## src/rtl/txr_pkg.sv

```systemverilog
package txr_pkg;

    typedef enum logic [3:0] {
        S_IDLE,
        S_FETCH0,
        S_LOAD0,
        S_FETCH1,
        S_LOAD1,
        S_FETCHB,
        S_LOADB,
        S_SEND,
        S_WBACK
    } txr_state_e;

    // bit positions inside the upper halfword of descriptor word 0
    localparam int FLG_READY = 15;
    localparam int FLG_WRAP  = 13;
    localparam int FLG_LAST  = 11;

    localparam int DESC_BYTES = 8;
    localparam int LEN_W      = 16;

endpackage

```

## src/rtl/txr_lenclip.sv

```systemverilog
module txr_lenclip #(
    parameter int LENW      = 16,
    parameter int ACCW      = 11,
    parameter int MAX_FRAME = 2047
) (
    input  logic [ACCW-1:0] acc,
    input  logic [LENW-1:0] len,
    output logic [LENW-1:0] take,
    output logic            clipped
);
    logic [LENW:0] room;

    always_comb begin
        room    = (LENW+1)'(MAX_FRAME) - (LENW+1)'(acc);
        clipped = ({1'b0, len} > room);
        take    = clipped ? room[LENW-1:0] : len;
    end
endmodule

```

## src/rtl/txr_ptr.sv

```systemverilog
module txr_ptr #(
    parameter int AW       = 16,
    parameter int MAX_DESC = 1024
) (
    input  logic          clk,
    input  logic          rst_n,
    input  logic          ctl_enable,
    input  logic [AW-1:0] ring_base,
    input  logic          kick_start,
    input  logic          advance,
    input  logic          wrap,
    output logic [AW-1:0] ptr,
    output logic          limit_hit
);
    localparam int CNTW = $clog2(MAX_DESC + 1);

    logic [CNTW-1:0] cnt_q;

    always_ff @(posedge clk) begin
        if (!rst_n) begin
            ptr <= '0;
        end else if (!ctl_enable) begin
            ptr <= ring_base;
        end else if (advance) begin
            ptr <= wrap ? ring_base : ptr + AW'(txr_pkg::DESC_BYTES);
        end
    end

    always_ff @(posedge clk) begin
        if (!rst_n || kick_start) begin
            cnt_q <= '0;
        end else if (advance) begin
            cnt_q <= cnt_q + CNTW'(1);
        end
    end

    assign limit_hit = (cnt_q == CNTW'(MAX_DESC - 1));
endmodule

```

## src/rtl/txr_engine.sv

```systemverilog
module txr_engine #(
    parameter int AW        = 16,
    parameter int MAX_FRAME = 2047,
    parameter int MAX_DESC  = 1024
) (
    input  logic          clk,
    input  logic          rst_n,
    input  logic          ctl_enable,
    input  logic          tx_kick,
    input  logic [AW-1:0] ring_base,
    output logic          mem_en,
    output logic          mem_we,
    output logic [AW-3:0] mem_addr,
    output logic [31:0]   mem_wdata,
    input  logic [31:0]   mem_rdata,
    output logic [7:0]    m_tdata,
    output logic          m_tvalid,
    input  logic          m_tready,
    output logic          m_tlast,
    output logic          ev_buf_done,
    output logic          ev_frame_done,
    output logic          ev_babble,
    output logic          tx_busy
);
    import txr_pkg::*;

    localparam int WAW  = AW - 2;
    localparam int LENW = LEN_W;
    localparam int ACCW = $clog2(MAX_FRAME + 1);

    txr_state_e state_q, state_d;

    logic [LENW-1:0] len_q;
    logic [15:0]     flags_q;
    logic [LENW-1:0] rem_q;
    logic [AW-1:0]   baddr_q;
    logic [31:0]     word_q;
    logic [ACCW-1:0] acc_q;
    logic            babble_q;

    logic [LENW-1:0] take;
    logic            clipped;
    logic [AW-1:0]   ptr;
    logic            limit_hit;
    logic            kick_start;
    logic            beat;

    assign kick_start = (state_q == S_IDLE) && tx_kick && ctl_enable;
    assign beat       = (state_q == S_SEND) && m_tready;

    txr_lenclip #(.LENW(LENW), .ACCW(ACCW), .MAX_FRAME(MAX_FRAME)) u_clip (
        .acc     (acc_q),
        .len     (mem_rdata[LENW-1:0]),
        .take    (take),
        .clipped (clipped)
    );

    txr_ptr #(.AW(AW), .MAX_DESC(MAX_DESC)) u_ptr (
        .clk        (clk),
        .rst_n      (rst_n),
        .ctl_enable (ctl_enable),
        .ring_base  (ring_base),
        .kick_start (kick_start),
        .advance    (state_q == S_WBACK),
        .wrap       (flags_q[FLG_WRAP]),
        .ptr        (ptr),
        .limit_hit  (limit_hit)
    );

    // state register
    always_ff @(posedge clk) begin
        if (!rst_n) state_q <= S_IDLE;
        else        state_q <= state_d;
    end

    // next-state logic
    always_comb begin
        state_d = state_q;
        unique case (state_q)
            S_IDLE:   if (kick_start) state_d = S_FETCH0;
            S_FETCH0: state_d = S_LOAD0;
            S_LOAD0:  state_d = mem_rdata[16+FLG_READY] ? S_FETCH1 : S_IDLE;
            S_FETCH1: state_d = S_LOAD1;
            S_LOAD1:  state_d = (rem_q == '0) ? S_WBACK : S_FETCHB;
            S_FETCHB: state_d = S_LOADB;
            S_LOADB:  state_d = S_SEND;
            S_SEND: begin
                if (m_tready) begin
                    if (rem_q == LENW'(1))       state_d = S_WBACK;
                    else if (baddr_q[1:0] == 2'd3) state_d = S_FETCHB;
                end
            end
            S_WBACK:  state_d = limit_hit ? S_IDLE : S_FETCH0;
            default:  state_d = S_IDLE;
        endcase
        if (!ctl_enable) state_d = S_IDLE;
    end

    // datapath registers
    always_ff @(posedge clk) begin
        if (!rst_n) begin
            len_q    <= '0;
            flags_q  <= '0;
            rem_q    <= '0;
            baddr_q  <= '0;
            word_q   <= '0;
            acc_q    <= '0;
            babble_q <= 1'b0;
        end else begin
            if (kick_start) acc_q <= '0;
            if (state_q == S_LOAD0 && mem_rdata[16+FLG_READY]) begin
                len_q    <= mem_rdata[LENW-1:0];
                flags_q  <= mem_rdata[31:16];
                rem_q    <= take;
                babble_q <= clipped;
                acc_q    <= mem_rdata[16+FLG_LAST] ? '0 : acc_q + ACCW'(take);
            end
            if (state_q == S_LOAD1) baddr_q <= mem_rdata[AW-1:0];
            if (state_q == S_LOADB) word_q  <= mem_rdata;
            if (beat) begin
                baddr_q <= baddr_q + AW'(1);
                rem_q   <= rem_q - LENW'(1);
            end
        end
    end

    // outputs
    always_comb begin
        mem_en        = 1'b0;
        mem_we        = 1'b0;
        mem_addr      = ptr[AW-1:2];
        mem_wdata     = '0;
        m_tvalid      = 1'b0;
        m_tlast       = 1'b0;
        m_tdata       = word_q[{baddr_q[1:0], 3'b000} +: 8];
        ev_buf_done   = 1'b0;
        ev_frame_done = 1'b0;
        ev_babble     = 1'b0;
        tx_busy       = (state_q != S_IDLE);
        unique case (state_q)
            S_FETCH0: mem_en = 1'b1;
            S_FETCH1: begin
                mem_en   = 1'b1;
                mem_addr = ptr[AW-1:2] + WAW'(1);
            end
            S_FETCHB: begin
                mem_en   = 1'b1;
                mem_addr = baddr_q[AW-1:2];
            end
            S_SEND: begin
                m_tvalid = 1'b1;
                m_tlast  = flags_q[FLG_LAST] && (rem_q == LENW'(1));
            end
            S_WBACK: begin
                mem_en        = 1'b1;
                mem_we        = 1'b1;
                mem_wdata     = {flags_q & ~(16'd1 << FLG_READY), len_q};
                ev_buf_done   = 1'b1;
                ev_frame_done = flags_q[FLG_LAST];
                ev_babble     = babble_q;
            end
            default: ;
        endcase
    end
endmodule

```

## config.mk

```make
export PLATFORM = sky130hd
export DESIGN_NAME = txr_engine
export DESIGN_NICKNAME = d
export VERILOG_FILES = /design/src/rtl/txr_pkg.sv /design/src/rtl/txr_lenclip.sv /design/src/rtl/txr_ptr.sv /design/src/rtl/txr_engine.sv
export SDC_FILE = /design/constraint.sdc
export NUM_CORES = 1
export LEC_CHECK = 0
export ABC_AREA = 1
export BUFFER_PORTS_ARGS = -buffer_cell sky130_fd_sc_hd__buf_2
export CAP_MARGIN = 25
export CORE_MARGIN = 2
export CORE_UTILIZATION = 45
export DETAILED_ROUTE_END_ITERATION = 8
export PLACE_DENSITY = 0.71
export SLEW_MARGIN = 10
export SYNTH_ARGS = -nofsm -noshare
export SYNTH_HDL_FRONTEND = slang
export SYNTH_SLANG_ARGS = --single-unit
```

## constraint.sdc

```tcl
create_clock -name clk -period 5.3 [get_ports clk]
set_input_delay 0.795 -clock clk [delete_from_list [all_inputs] [get_ports clk]]
set_output_delay 0.795 -clock clk [all_outputs]
set_load 0.1 [all_outputs]
```

* Yosys cells after proc, flatten, opt, wreduce, memory -nomap -nowiden
Cells that the tools add are included.
Word-level totals: bits in registers 138, bits in latches 0, memory bits (writable) 0, memory bits (read-only) 0, input port bits 53, logic and storage cells 77, memories 0
Operators by class: add/sub/neg operators 7, $mul 0, div/mod/pow operators 0, magnitude comparators 1, equal/unequal tests 15, shift operators 1, mux-type cells 27, bitwise operators 0, reduce and logical (&&, ||, !) cells 16
Operators by type and width (count):
- 2-to-1 mux 16 bit | 8
- one-hot mux 4 bit (9 select lines) | 1
- 2-to-1 mux 11 bit | 3
- variable part select 32 x 6 -> 8 bit | 1
- 2-to-1 mux 31 bit | 1
- one-hot mux 14 bit (2 select lines) | 1
- 2-to-1 mux 4 bit | 5
- > comparator 16 x 17 -> 1 bit | 1
- adder 16 x 1 -> 16 bit, second input constant | 1
- adder 16 x 4 -> 16 bit, second input constant | 1
- equality test 16 x 1 -> 1 bit, second input constant | 1
- equality test 4 x 3 -> 1 bit, second input constant | 4
- logical NOT 16 bit | 1
- subtractor 16 x 1 -> 16 bit, second input constant | 1
- adder 14 x 1 -> 14 bit, second input constant | 1
- subtractor 11 x 11 -> 12 bit, first input constant | 1
- adder 11 x 1 -> 11 bit, second input constant | 1
- adder 11 bit | 1
- equality test 11 x 10 -> 1 bit, second input constant | 1
- equality test 4 x 2 -> 1 bit, second input constant | 2
- 2-to-1 mux 1 bit | 7
- nonzero test 2 bit | 3
- logical AND 1 bit | 5
- equality test 4 x 1 -> 1 bit, second input constant | 1
- other kinds (13) | 14

* Logic depth before layout (Yosys ltp)
word-level depth 6, gate-level depth with buffers 22, gate-level depth less buffers 21

* Modules after synthesis
From an unflattened synthesis, not the netlist that was laid out.
Unflattened totals: cells, all modules 1345, area, all modules 8543.2 sq um
Modules (own cells, without submodules):
- txr_engine | times used 1, cells an instance 1019, area an instance 6442.4 sq um, sequential area each 2222.1 sq um
- txr_ptr | times used 1, cells an instance 226, area an instance 1540.2 sq um, sequential area each 540.5 sq um
- txr_lenclip | times used 1, cells an instance 100, area an instance 560.5 sq um, sequential area each 0.0 sq um

* Worst setup path before layout
Ideal clock, no wire load.
kind reg-to-output, start point reg state_q[0], end point out mem_wdata[27], arrival 3.219 ns, setup slack 1.286 ns, stages on the path, launching flop included 9, path buffers 3, cells stage by stage dfxtp_1 -> nor2_1 -> nand2_2 -> nor2_8 -> inv_2 -> buf_2 -> buf_1 -> nor2_1 -> buf_4
On the way: longest elaborated chain between the ends 2
Ends and longest elaborated chain:
- start, declared | RTL line txr_engine.sv:31 | txr_state_e state_q, state_d;
- start signal, assigned | RTL line txr_engine.sv:73 | else state_q <= state_d;
- equality test 4 bit | RTL line txr_engine.sv:140 | unique case (state_q)
- 2-to-1 mux 31 bit | RTL line txr_engine.sv:140
- end, declared | RTL line txr_engine.sv:14 | output logic [31:0] mem_wdata,
Every way passes these cells.

* Worst setup path after layout
start point reg state_q[3], end point out mem_addr[11]
On the way: longest elaborated chain between the ends 2, elaborated cells between the ends (all ways) 3, those cells by class eq/ne (2); mux (1)
Ends and longest elaborated chain:
- equality test 4 x 3 -> 1 bit / equality test 4 x 2 -> 1 bit (equally long branches) | RTL line txr_engine.sv:140
- one-hot mux 14 bit (2 select lines) (*) | RTL line txr_engine.sv:140
- end, declared | RTL line txr_engine.sv:13 | output logic [AW-3:0] mem_addr,
Mark *: on every way between the ends. The rest lies on a longest branch, timed or not.

==> impl_metrics.tcl <==
set metrics [dict create \
    cts_buffer_depth 2 \
    overflow 0 \
    die_w_um 137 \
    crit_path_max_incr_delay_ns 0.78 \
    min_from "len_q[4]" \
    crit_fanout 13 \
    numCtsBuffers 17 \
    max-cap-violations 0 \
    cts_setup_buffers 0 \
    period_minus_slack_ns 3.82 \
    maxSlewHeadroom_pct 31.2 \
    io-pin-count 115 \
    clkTransAtPathRegs_ns 0.06 \
    drt_iter0_drc 551 \
    cts_hold_buf 0 \
    finalHoldViolations 0 \
    drt-total-wl_um 23000 \
    gp_congestion 0.911 \
    area_growth_pct 15.8 \
    grt_pass1_wl_um 37200 \
    slew_viol_final 0 \
    status "finished, final reports clean" \
    synth_edf_count 0 \
    grt_pass1_vias 7482 \
    synth_most_common_cell "nand2_1" \
    antenna_found_initial 1 \
    power_density_nw_per_um2 278 \
    leakage_nw 3.94 \
    crit_path_end_kind "output port" \
    synthCells 1177 \
    path_cells "nor2_2 > inv_2 > nor2_1 > inv_1 > a21oi_1 > o211ai_1 > o221ai_1 > buf_2" \
    dieArea_um2 18800 \
    drc 0 \
    firstDrtPassIters 5 \
    crit_required_ns 4.51 \
    synthTopCellsByCount "nand2_1 (180), nor2_1 (159), dfxtp_1 (136), inv_1 (136), o21ai_0 (118)" \
    clock_sinks 136 \
    fin_nets 1341 \
    synth_top_flop_cell "dfxtp_1" \
    synth_area_leader_cell "dfxtp_1" \
    clockRootBuffer "clkbuf_16" \
    fmax_ghz 0.262 \
    clock_skew_ns 0.00703 \
    final_antenna_net_count 0 \
    core_um2 17300 \
    worst_pin_slew_ns 1.03 \
    timing.final.crit_share_pct 72.0 \
    syn_avg_cell_area_um2 6.78 \
    syn_nets 1258 \
    synthTopCellsByArea "dfxtp_1 (34%), nand2_1 (8.5%), nor2_1 (7.5%), o21ai_0 (7.4%), inv_1 (6.4%)" \
    dr_total_vias 8098 \
    clock_tree.htree_level_count 4 \
    vias_per_cell 5.41 \
    timing.final.ws_setup_ns 1.48 \
    synth_top_area_share_pct 34.1 \
    fp-row-count 48 \
    die_h_um 137 \
    critPathLaunchType "flop" \
    final_util_pct 53.5 \
    cts_tree "yes" \
    ys_seq_area_share_pct 34.1 \
    timing.rr.start "acc_q[8]" \
    hold_ws_ns 0.454 \
    synth_area_um2 7980 \
    critPathKind "flop to output port" \
    portBuffers 111 \
    synth-seq-cells 136 \
    grt_max_degree 75 \
    drive_gt1_share_pct 17.6 \
    ys_types 53 \
    clkLatencyLatePin_ns 0.42 \
    ctsResizeCount 0 \
    preCtsSetupSlack_ns 1.58 \
    hpwl_um 16000 \
    diodes 0 \
    finalSetupViolCount 0 \
    crit_arrival_ns 3.02 \
    grt_setup_unrepaired "false" \
    async_flop_share_pct 0 \
    fin_setup_tns_ns 0 \
    grt_usage_pct 25.2 \
    initial_core_util_pct 46.2 \
    slowest_stage "nor2_1" \
    startpoint "state_q[3]" \
    fillers 1699 \
    wl_per_cell_um 15.4 \
    yosysWarnings 0 \
    ir_drop_uv 244 \
    hp-class "flop to flop" \
]
power breakdown:
| part | internal [mW] | leakage [nW] | switching (mW) |
|---|---|---|---|
| registers | 1.03 | 1.10 | 0.0111 |
| logic | 0.0613 | 2.55 | 0.185 |
| clock network | 0.813 | 0.296 | 0.465 |
| total | 1.91 | 3.94 | 0.661 |
logic make-up after synthesis:
| group | share of synthesized area [%] |
|---|---|
| AOI/OAI and AO/OA | 22.0 |
| buffers and inverters | 10.4 |
| DFF | 34.1 |
| adders and majority gates | 4.48 |
| other | 0.0470 |
| xor gates and xnor gates | 1.21 |
| and+or+nand+nor | 27.8 |
path summary, 6_finish.rpt:
kind                            slack, ns  cells after the start           end
worst max-delay path                 1.48                      8  mem_addr[11]
worst min-delay path                 0.45                      2      len_q[4]
worst max register to register       2.18                     19      acc_q[8]
worst min register to register       0.45                      2      len_q[4]
layout by cell type, fill, tap and decap left out, types with 27 or more instances in the layout:
cell     instances
a21oi_1         99
ha_1            27
nand3_1         66
nor2_1         158
a31oi_1         27
dfxtp_1        136
o21ai_0        118
nand2_1        180
buf_2          111
inv_1          136
routing by layer:
metal	up-vias	wire length, um	global-route usage, %
met2	239	10600	41.2
met5	-	13	0
met1	3725	10500	32.7
met4	2	504	8.42
li1	4092	-	-
met3	40	1410	6.00
metrics by stage:
step	area [um2]	power [mW]	std cells
3_3_place_gp	8620	1.31	1466
3_5_place_dp	8620	1.31	1466
2_1_floorplan	7980	1.24	1177
5_1_grt	9250	2.65	1497
6_report	9250	2.57	1497
4_1_cts	9250	2.58	1497
registers in the layout, indices dropped and copies added (netlist names):
name / flops
baddr_q: 16
u_ptr.cnt_q: 11
rem_q: 16
state_q: 4
babble_q: 1
len_q: 16
word_q: 32
u_ptr.ptr: 14
flags_q: 15
acc_q: 11
critical path, delay by kind of cell (launching register included):
kind            cells  cell delay, ns
compound gates      3            0.44
buf+inv             3            0.81
simple gates        2            0.97
flops               1            0.37
area by class of cell:
| class | instances | area [um2] | area share, % |
|---|---|---|---|
| clock buffers | 21 | 460 | 4.98 |
| clock inverters | 10 | 169 | 1.83 |
| inverters | 156 | 586 | 6.33 |
| multi-input cells | 833 | 4430 | 47.9 |
| flip-flops and latches | 136 | 2720 | 29.4 |
| well taps | 225 | 282 | 3.05 |
| repair buffers | 116 | 593 | 6.41 |
No activity file was read; power rests on OpenSTA's default activity.
